$ cat config.mk
export PLATFORM = sky130hd
export DESIGN_NAME = mspi_regfile
export DESIGN_NICKNAME = d
export VERILOG_FILES = /design/src/rtl/mspi_regfile.sv
export SDC_FILE = /design/constraint.sdc
export NUM_CORES = 1
export LEC_CHECK = 0
export ABC_AREA = 1
export BUFFER_PORTS_ARGS = -buffer_cell sky130_fd_sc_hd__buf_2
export CAP_MARGIN = 20
export CELL_PAD_IN_SITES_DETAIL_PLACEMENT = 0
export CELL_PAD_IN_SITES_GLOBAL_PLACEMENT = 1
export CORE_ASPECT_RATIO = 1.25
export CORE_UTILIZATION = 35
export DETAILED_ROUTE_END_ITERATION = 6
export MAX_ROUTING_LAYER = met4
export PLACE_DENSITY_LB_ADDON = 0.1
export SETUP_SLACK_MARGIN = 0.5
export SYNTH_ARGS = -nofsm -noshare
export SYNTH_HDL_FRONTEND = slang
export SYNTH_SLANG_ARGS = --single-unit
$ cat constraint.sdc
create_clock -name clk -period 3.55 [get_ports clk]
set_input_delay 0.71 -clock clk [delete_from_list [all_inputs] [get_ports clk]]
set_output_delay 0.71 -clock clk [all_outputs]
set_load 0.02 [all_outputs]
$ cat src/rtl/mspi_regfile.sv
module mspi_regfile #(
  parameter int NCH    = 4,
  parameter int AW     = 8,
  parameter int CONF_W = 21
) (
  input  logic                  clk,
  input  logic                  rst_n,
  input  logic                  bus_wr,
  input  logic                  bus_rd,
  input  logic [AW-1:0]         bus_addr,
  input  logic [31:0]           bus_wdata,
  output logic [31:0]           bus_rdata,
  output logic [NCH-1:0]        chan_on,
  output logic [NCH*CONF_W-1:0] chan_cfg,
  output logic [NCH*32-1:0]     chan_txd,
  output logic [NCH-1:0]        chan_cs,
  output logic                  is_master,
  output logic                  one_chan,
  input  logic [NCH-1:0]        eng_rx_vld,
  input  logic [NCH*32-1:0]     eng_rx_word,
  input  logic [NCH-1:0]        eng_tx_take,
  input  logic [NCH-1:0]        eng_eot,
  input  logic [2*NCH-1:0]      irq_hit
);
  localparam int CH_BASE = 'h2C;
  localparam int STRIDE  = 'h14;
  localparam int IW      = 2*NCH;

  logic          busy;
  logic [4:0]    sysc;
  logic [IW-1:0] irq_st, irq_en;
  logic          wake;
  logic [7:0]    syst;
  logic [2:0]    modc;

  logic [CONF_W-1:0] cfg [NCH];
  logic [31:0]       txq [NCH];
  logic [31:0]       rxq [NCH];
  logic [NCH-1:0]    en, rxa, txe, eot;
  logic [4:0]        hsel [NCH];

  wire wr_ok = bus_wr && !busy;
  wire hit_sc = bus_addr == AW'('h10);
  wire hit_ss = bus_addr == AW'('h14);
  wire hit_is = bus_addr == AW'('h18);
  wire hit_ie = bus_addr == AW'('h1C);
  wire hit_wk = bus_addr == AW'('h20);
  wire hit_st = bus_addr == AW'('h24);
  wire hit_mc = bus_addr == AW'('h28);
  wire srst   = wr_ok && hit_sc && bus_wdata[1];

  assign is_master = !modc[1];
  assign one_chan  = modc[0];
  assign chan_on   = en;

  always_ff @(posedge clk) begin
    busy <= rst_n && srst;
    if (!rst_n || srst) begin
      sysc <= '0; irq_st <= '0; irq_en <= '0; wake <= 1'b0; syst <= '0; modc <= 3'b010;
    end else begin
      if (wr_ok && hit_sc) sysc <= bus_wdata[4:0] & 5'b11101;
      if (wr_ok && hit_ie) irq_en <= bus_wdata[IW-1:0];
      if (wr_ok && hit_wk) wake <= bus_wdata[0];
      if (wr_ok && hit_st) syst <= bus_wdata[7:0];
      if (wr_ok && hit_mc) modc <= {bus_wdata[3], bus_wdata[2], bus_wdata[0]};
      irq_st <= (irq_st & ~((wr_ok && hit_is) ? bus_wdata[IW-1:0] : '0)) | irq_hit;
    end
  end

  for (genvar i = 0; i < NCH; i++) begin : g_ch
    for (genvar k = 0; k < 5; k++) begin : g_hit
      assign hsel[i][k] = bus_addr == AW'(CH_BASE + STRIDE*i + 4*k);
    end
    assign chan_cfg[i*CONF_W +: CONF_W] = cfg[i];
    assign chan_txd[i*32 +: 32]         = txq[i];

    always_ff @(posedge clk) begin
      if (!rst_n || srst) begin
        cfg[i] <= '0; en[i] <= 1'b0; txq[i] <= '0; rxq[i] <= '0;
        rxa[i] <= 1'b0; txe[i] <= 1'b1; eot[i] <= 1'b0;
      end else begin
        if (wr_ok && hsel[i][0]) cfg[i] <= bus_wdata[CONF_W-1:0];
        if (wr_ok && hsel[i][2]) en[i] <= bus_wdata[0];
        if (wr_ok && hsel[i][3]) begin
          txq[i] <= bus_wdata; txe[i] <= 1'b0; eot[i] <= 1'b0;
        end else begin
          if (eng_tx_take[i]) txe[i] <= 1'b1;
          if (eng_eot[i])     eot[i] <= 1'b1;
        end
        if (eng_rx_vld[i]) begin
          rxq[i] <= eng_rx_word[i*32 +: 32]; rxa[i] <= 1'b1;
        end else if (bus_rd && hsel[i][4]) begin
          rxa[i] <= 1'b0;
        end
      end
    end
  end

  always_comb begin
    bus_rdata = '0;
    if (hit_sc) bus_rdata = {27'b0, sysc[4:2], busy, sysc[0]};
    if (hit_ss) bus_rdata = {31'b0, !busy};
    if (hit_is) bus_rdata = 32'(irq_st);
    if (hit_ie) bus_rdata = 32'(irq_en);
    if (hit_wk) bus_rdata = {31'b0, wake};
    if (hit_st) bus_rdata = {24'b0, syst};
    if (hit_mc) bus_rdata = {28'b0, modc[2], modc[1], 1'b0, modc[0]};
    for (int i = 0; i < NCH; i++) begin
      if (hsel[i][0]) bus_rdata = 32'(cfg[i]);
      if (hsel[i][1]) bus_rdata = {29'b0, eot[i], txe[i], rxa[i]};
      if (hsel[i][2]) bus_rdata = {31'b0, en[i]};
      if (hsel[i][3]) bus_rdata = txq[i];
      if (hsel[i][4]) bus_rdata = rxq[i];
    end
  end

  always_comb begin
    logic taken;
    taken   = 1'b0;
    chan_cs = '0;
    for (int i = 0; i < NCH; i++) begin
      if (is_master && en[i] && !(one_chan && taken)) begin
        chan_cs[i] = 1'b1;
        taken      = 1'b1;
      end
    end
  end
endmodule

* After elaboration in Yosys (flattened, before gate mapping)
Memories as Yosys holds them, arrays and structs flattened. Cells that the tools add are included. Widths: inputs -> output; s select.
Operators by class: mux-type cells 100, bitwise gates (word level) 15, eq/ne operators 27, reduce and logical (&&, ||, !) cells 54
Operator list (count):
- $mux 32 | 34
- $eq 8x7->1 const B | 15
- $mux 21 | 4
- $eq 8x6->1 const B | 8
- $mux 1 | 60
- $logic_and 1x1->1 | 35
- $eq 8x5->1 const B | 4
- $reduce_bool 2->1 | 8
- $or 1x1->1 | 12
- $and 8x8->8 | 1
- $mux 8 | 1
- $not 8->8 | 1
- $or 8x8->8 | 1
- $reduce_or 2->1 | 4
- $logic_not 1->1 | 6
- $mux 5 | 1
- $logic_or 1x1->1 | 1
Word-level totals: output and inout port bits 254, input bits 192, word-level logic and storage cells 222, memory bits (writable) 340, register bits 49, memories kept 3
Memory list:
- rxq | words 4, bits a word 32, rd ports 4, clocked after memory_dff 0, write ports 4, RTL line 38 | logic [31:0] rxq [NCH];
- txq | words 4, bits a word 32, rd ports 4, clocked after memory_dff 0, write ports 4, RTL line 37 | logic [31:0] txq [NCH];
- cfg | words 4, bits a word 21, rd ports 4, clocked after memory_dff 0, write ports 4, RTL line 36 | logic [CONF_W-1:0] cfg [NCH];

* Logic depth before layout (Yosys ltp)
depth after elaboration 28, gate-level depth with buffers 23, gate-level depth less buffers 23

* Worst setup path after synthesis
No wires, ideal clock.
kind input-to-reg, start input bus_addr[0], end memory cfg[3][0], enable pin, setup time 428 ps, arrival 3294 ps, data required time 3122 ps, stages 9, slack -172 ps, path buffers 2, cell sequence inv_2 nand2_2 nor2_2 inv_2 nor2_1 inv_1 clkbuf_1 clkbuf_1 o21ai_0
RTL lines:
- start, declared | RTL line 10 | input logic [AW-1:0] bus_addr,
- end, declared | RTL line 36

* Worst setup path in the final report
start input bus_addr[4], end output bus_rdata[2]
Between the ends: cells in the longest elaborated chain, start to end 28, elaborated cells between the ends (all ways) 54, those cells by class eq/ne: 27; mux: 27
RTL lines:
- $eq 8x5->1 | RTL line 43 | wire hit_sc = bus_addr == AW'('h10);
- $mux 5 | RTL line 101 | if (hit_sc) bus_rdata = {27'b0, sysc[4:2], busy, sysc[0]};
- $mux 32 | RTL line 102 | if (hit_ss) bus_rdata = {31'b0, !busy};
- $mux 32 | RTL line 103 | if (hit_is) bus_rdata = 32'(irq_st);
- $mux 32 | RTL line 104 | if (hit_ie) bus_rdata = 32'(irq_en);
- $mux 32 | RTL line 105 | if (hit_wk) bus_rdata = {31'b0, wake};
- $mux 32 | RTL line 106 | if (hit_st) bus_rdata = {24'b0, syst};
- $mux 32 | RTL line 107 | if (hit_mc) bus_rdata = {28'b0, modc[2], modc[1], 1'b0, modc[0]};
- [12 not listed]
- $mux 32 | RTL line 111 | if (hsel[i][2]) bus_rdata = {31'b0, en[i]};
- $mux 32 | RTL line 112 | if (hsel[i][3]) bus_rdata = txq[i];
- $mux 32 | RTL line 113 | if (hsel[i][4]) bus_rdata = rxq[i];
- $mux 32 | RTL line 109 | if (hsel[i][0]) bus_rdata = 32'(cfg[i]);
- $mux 32 | RTL line 110 | if (hsel[i][1]) bus_rdata = {29'b0, eot[i], txe[i], rxa[i]};
- $mux 32 | RTL line 111
- $mux 32 | RTL line 112
- $mux 32 * | RTL line 113
- end, declared | RTL line 12 | output logic [31:0] bus_rdata,
Mark *: on every way between the ends. The rest lies on a longest branch, timed or not.

==> summary.txt <==
Setup path
  • Data arrival, critical path: 2710 ps
  • Critical path peak fanout: 5
  • CP Capture Type: primary output
  • WP data required: roughly 2800 ps
  • CP startpoint kind: input port
  • Worst r2r src: busy
  • Critical path type: in -> out
  • Worst setup startpoint: bus_addr[4]
  • Reg2Reg Setup Slack: around 1400 ps

Floorplan
  • Die Area: ~0.05 mm²
  • I/O pin cnt: roughly 450
  • Die Y: 250 µm
  • Initial cell density of the core: 0.356
  • Die X-Extent: roughly 200 µm
  • Core Region: roughly 0.048 mm²
  • FP Rows: 90

Synthesis
  • Syn nets: 1,968
  • EDFF count, synth: 340
  • Syn Area/Cell: about 9.7 µm²
  • Synth Register Bits: 389
  • Main synth FF type: edfxtp_1
  • Register area share after synthesis: 0.651
  • Post-synth ARST share: 0
  • Cells after Synth: 1,776
  • YS warnings: 0
  • Post-synthesis cell type count: 34
  • Cell Area, Synth: 0.0172 mm²

Final layout
  • Fillers: ~4,600
  • Nets@finish: 2,537
  • Layout cells sized above 1: 0.384
  • Area Overhead vs Synth: 44.0%
  • Non-Filler Instances: around 3,000
  • FF/Latch Area: roughly 0.011 mm²
  • Most common cell after layout, fill and taps aside: buf_2
  • Commonest cells after routing, fill and taps aside: buf_2 (405), nor2_1 (386), edfxtp_1 (340), nand2_1 (261), inv_1 (207)
  • Area occupied by multi-input gates: approximately 0.006 mm²

STA
  • Skew final: 6.76 ps
  • Worst slew pin tran: between 700 and 800 ps
  • Relative slew slack: 0.510
  • Final setup violation count: 0
  • RSZ-0062 raised after global routing: yes
  • Fmax: 0.292 GHz
  • Min Tclk post-route: roughly 3400 ps
  • Max-slew violation count: 0
  • Final-report hold violation count: 0
  • Fin crit share: 0.964

Clock network
  • Longest Clk Path Bufs: 3
  • Worst skew pair latency: approximately 580 ps
  • CTS tree: yes
  • CTS Sinks: 389
  • CTS buffer count: 44
  • H-Tree Depth: 2
  • Root Driver: clkbuf_16
  • Worst-path clk slew: approximately 60 ps
  • Cts hold-fix bufs: 0

Routing
  • DRC Markers: 0
  • Via count: approximately 15,000
  • First-pass DRT Iterations: 5
  • Vias per inst: around 5
  • Wire length per cell: 23.9 µm
  • Antenna-violating nets left: 0
  • Initial drt markers: roughly 1,000
  • Detailed-route wire length: roughly 72,000 µm

Power and ir drop
  • Maximum VDD drop: 0.000290 V
  • Tot Pwr: ~11,000 µW
  • Pwr per Cell Area: roughly 430 mW/mm²
  • LEAKAGE: 0.0116 µW

Min path
  • Hold crit path type: in -> reg
  • Min-delay src: rst_n

GRT
  • Most used routing layer: met2
  • Met1 Track Usage GR: 0.315
  • Met3 Use GR: 0.0674
  • Met2 usage: 0.518
  • Initial antenna violation count: 6
  • GRT overflow: 0
  • Gr usage total: 0.290
  • Largest net degree at the start of global routing: 34
  • Vias in the first global route: 15,172
  • First-pass GRT wire length: 102,000 µm

Placement
  • Final GP Congestion: 0.919
  • Input/output buffers: between 400 and 500
  • Dpl cells: ~2,900
  • Hpwl dp: ~53,000 µm

Run
  • Max cap viols: 0

Status
  • Status: completed
## cell usage after synthesis (26+ instances only)
master | count | share of area
nand4_1 | 30 | 0.011
o21ai_1 | 41 | 0.012
nand2_1 | 318 | 0.069
nand3_1 | 65 | 0.019
o21ai_0 | 34 | 0.0099
clkbuf_1 | 29 | 0.0063
inv_1 | 212 | 0.046
edfxtp_1 | 340 | 0.59
buf_2 | 49 | 0.014
a21oi_1 | 64 | 0.019
dfxtp_1 | 49 | 0.057
a221oi_1 | 26 | 0.013
inv_2 | 28 | 0.0061
nor2_1 | 408 | 0.089
## worst max-delay path: stages
cell and delay (ps):
buf_8 80, inv_2 40, buf_4 140, nand3_4 140
inv_4 60, nand2_4 90, buf_4 150, nor2_1 50
nor2_1 100, nand2_1 60, nand2_1 70, nand3_1 70
nand2_1 80, nand2_1 50, nand2_1 70, nand3_2 80
nand2_2 80, nand2_2 50, nand2_2 90, nand3_2 60
nand2_1 60, nand2_1 50, nand2_1 80, nand3_2 60
buf_6 130
## through the flow
step	area, µm²	util	worst slack, ps	TNS (ps)	hold WS, ps
after floorplan	17200	-	463	0	439
after global placement	21200	0.440	-187	-2520	458
after detailed placement	21200	0.440	-198	-2830	458
after CTS	23700	0.490	64.5	0	334
after global routing	24700	0.512	-35.3	-58.5	352
final	24700	0.512	128	0	360
## cell type report
cell class | instances | share of cell area
antenna | 6 | 0.000607
tap | 644 | 0.0326
multi-input combinational | 1060 | 0.238
sequential | 389 | 0.452
inverter | 245 | 0.0401
clock buffer | 53 | 0.0467
clock inverter | 29 | 0.00895
timing repair inverter | 1 | 0.000658
timing repair buffer | 604 | 0.180
## repair_timing
action / CTS / global route
pin swaps: 67 / 108
gates cloned: 6 / 5
endpoints found under the setup margin: 32 / 32
buffers inserted: 10 / 13
resized for setup: 205 / 199
## report_power, final
group	leakage, µW	internal, µW	switching (µW)
Clock	0.000676	2540	1930
Sequential	0.00405	5170	109
Combinational	0.00689	269	534
Total	0.0116	7990	2580
## sequential cells by signal, summed over array words and instances (netlist names)
| name | flops |
|---|---|
| busy | 1 |
| cfg | 84 |
| chan_on | 4 |
| eot | 4 |
| irq_en | 8 |
| irq_st | 8 |
| modc | 3 |
| rxa | 4 |
| rxq | 128 |
| sysc | 4 |
| syst | 8 |
| txe | 4 |
| txq | 128 |
| wake | 1 |
## routing by layer
metal,routed length (µm),part of all wire,up-vias
met4,2750,0.038,0
met3,5180,0.072,143
met2,38000,0.53,562
met1,26400,0.37,7388
li1,-,-,7010
met5,0,0,-
## logic make-up (layout without fill, tap and decap cells)
| family | count (synthesis) | in the layout | share of synthesized area |
|---|---|---|---|
| AOI/OAI and AO/OA | 200 | 200 | 0.0696 |
| other | 0 | 6 | 0 |
| buffers and inverters | 327 | 932 | 0.0752 |
| and+or+nand+nor | 860 | 860 | 0.204 |
| DFF | 389 | 389 | 0.651 |
## final timing paths
kind                  endpoint  depth (start not counted)
setup / recovery  bus_rdata[2]                         25
hold / removal            busy                          3
setup reg to reg    txq[2][27]                          8
hold reg to reg         eot[1]                          2
No activity file was read; power rests on OpenSTA's default activity.
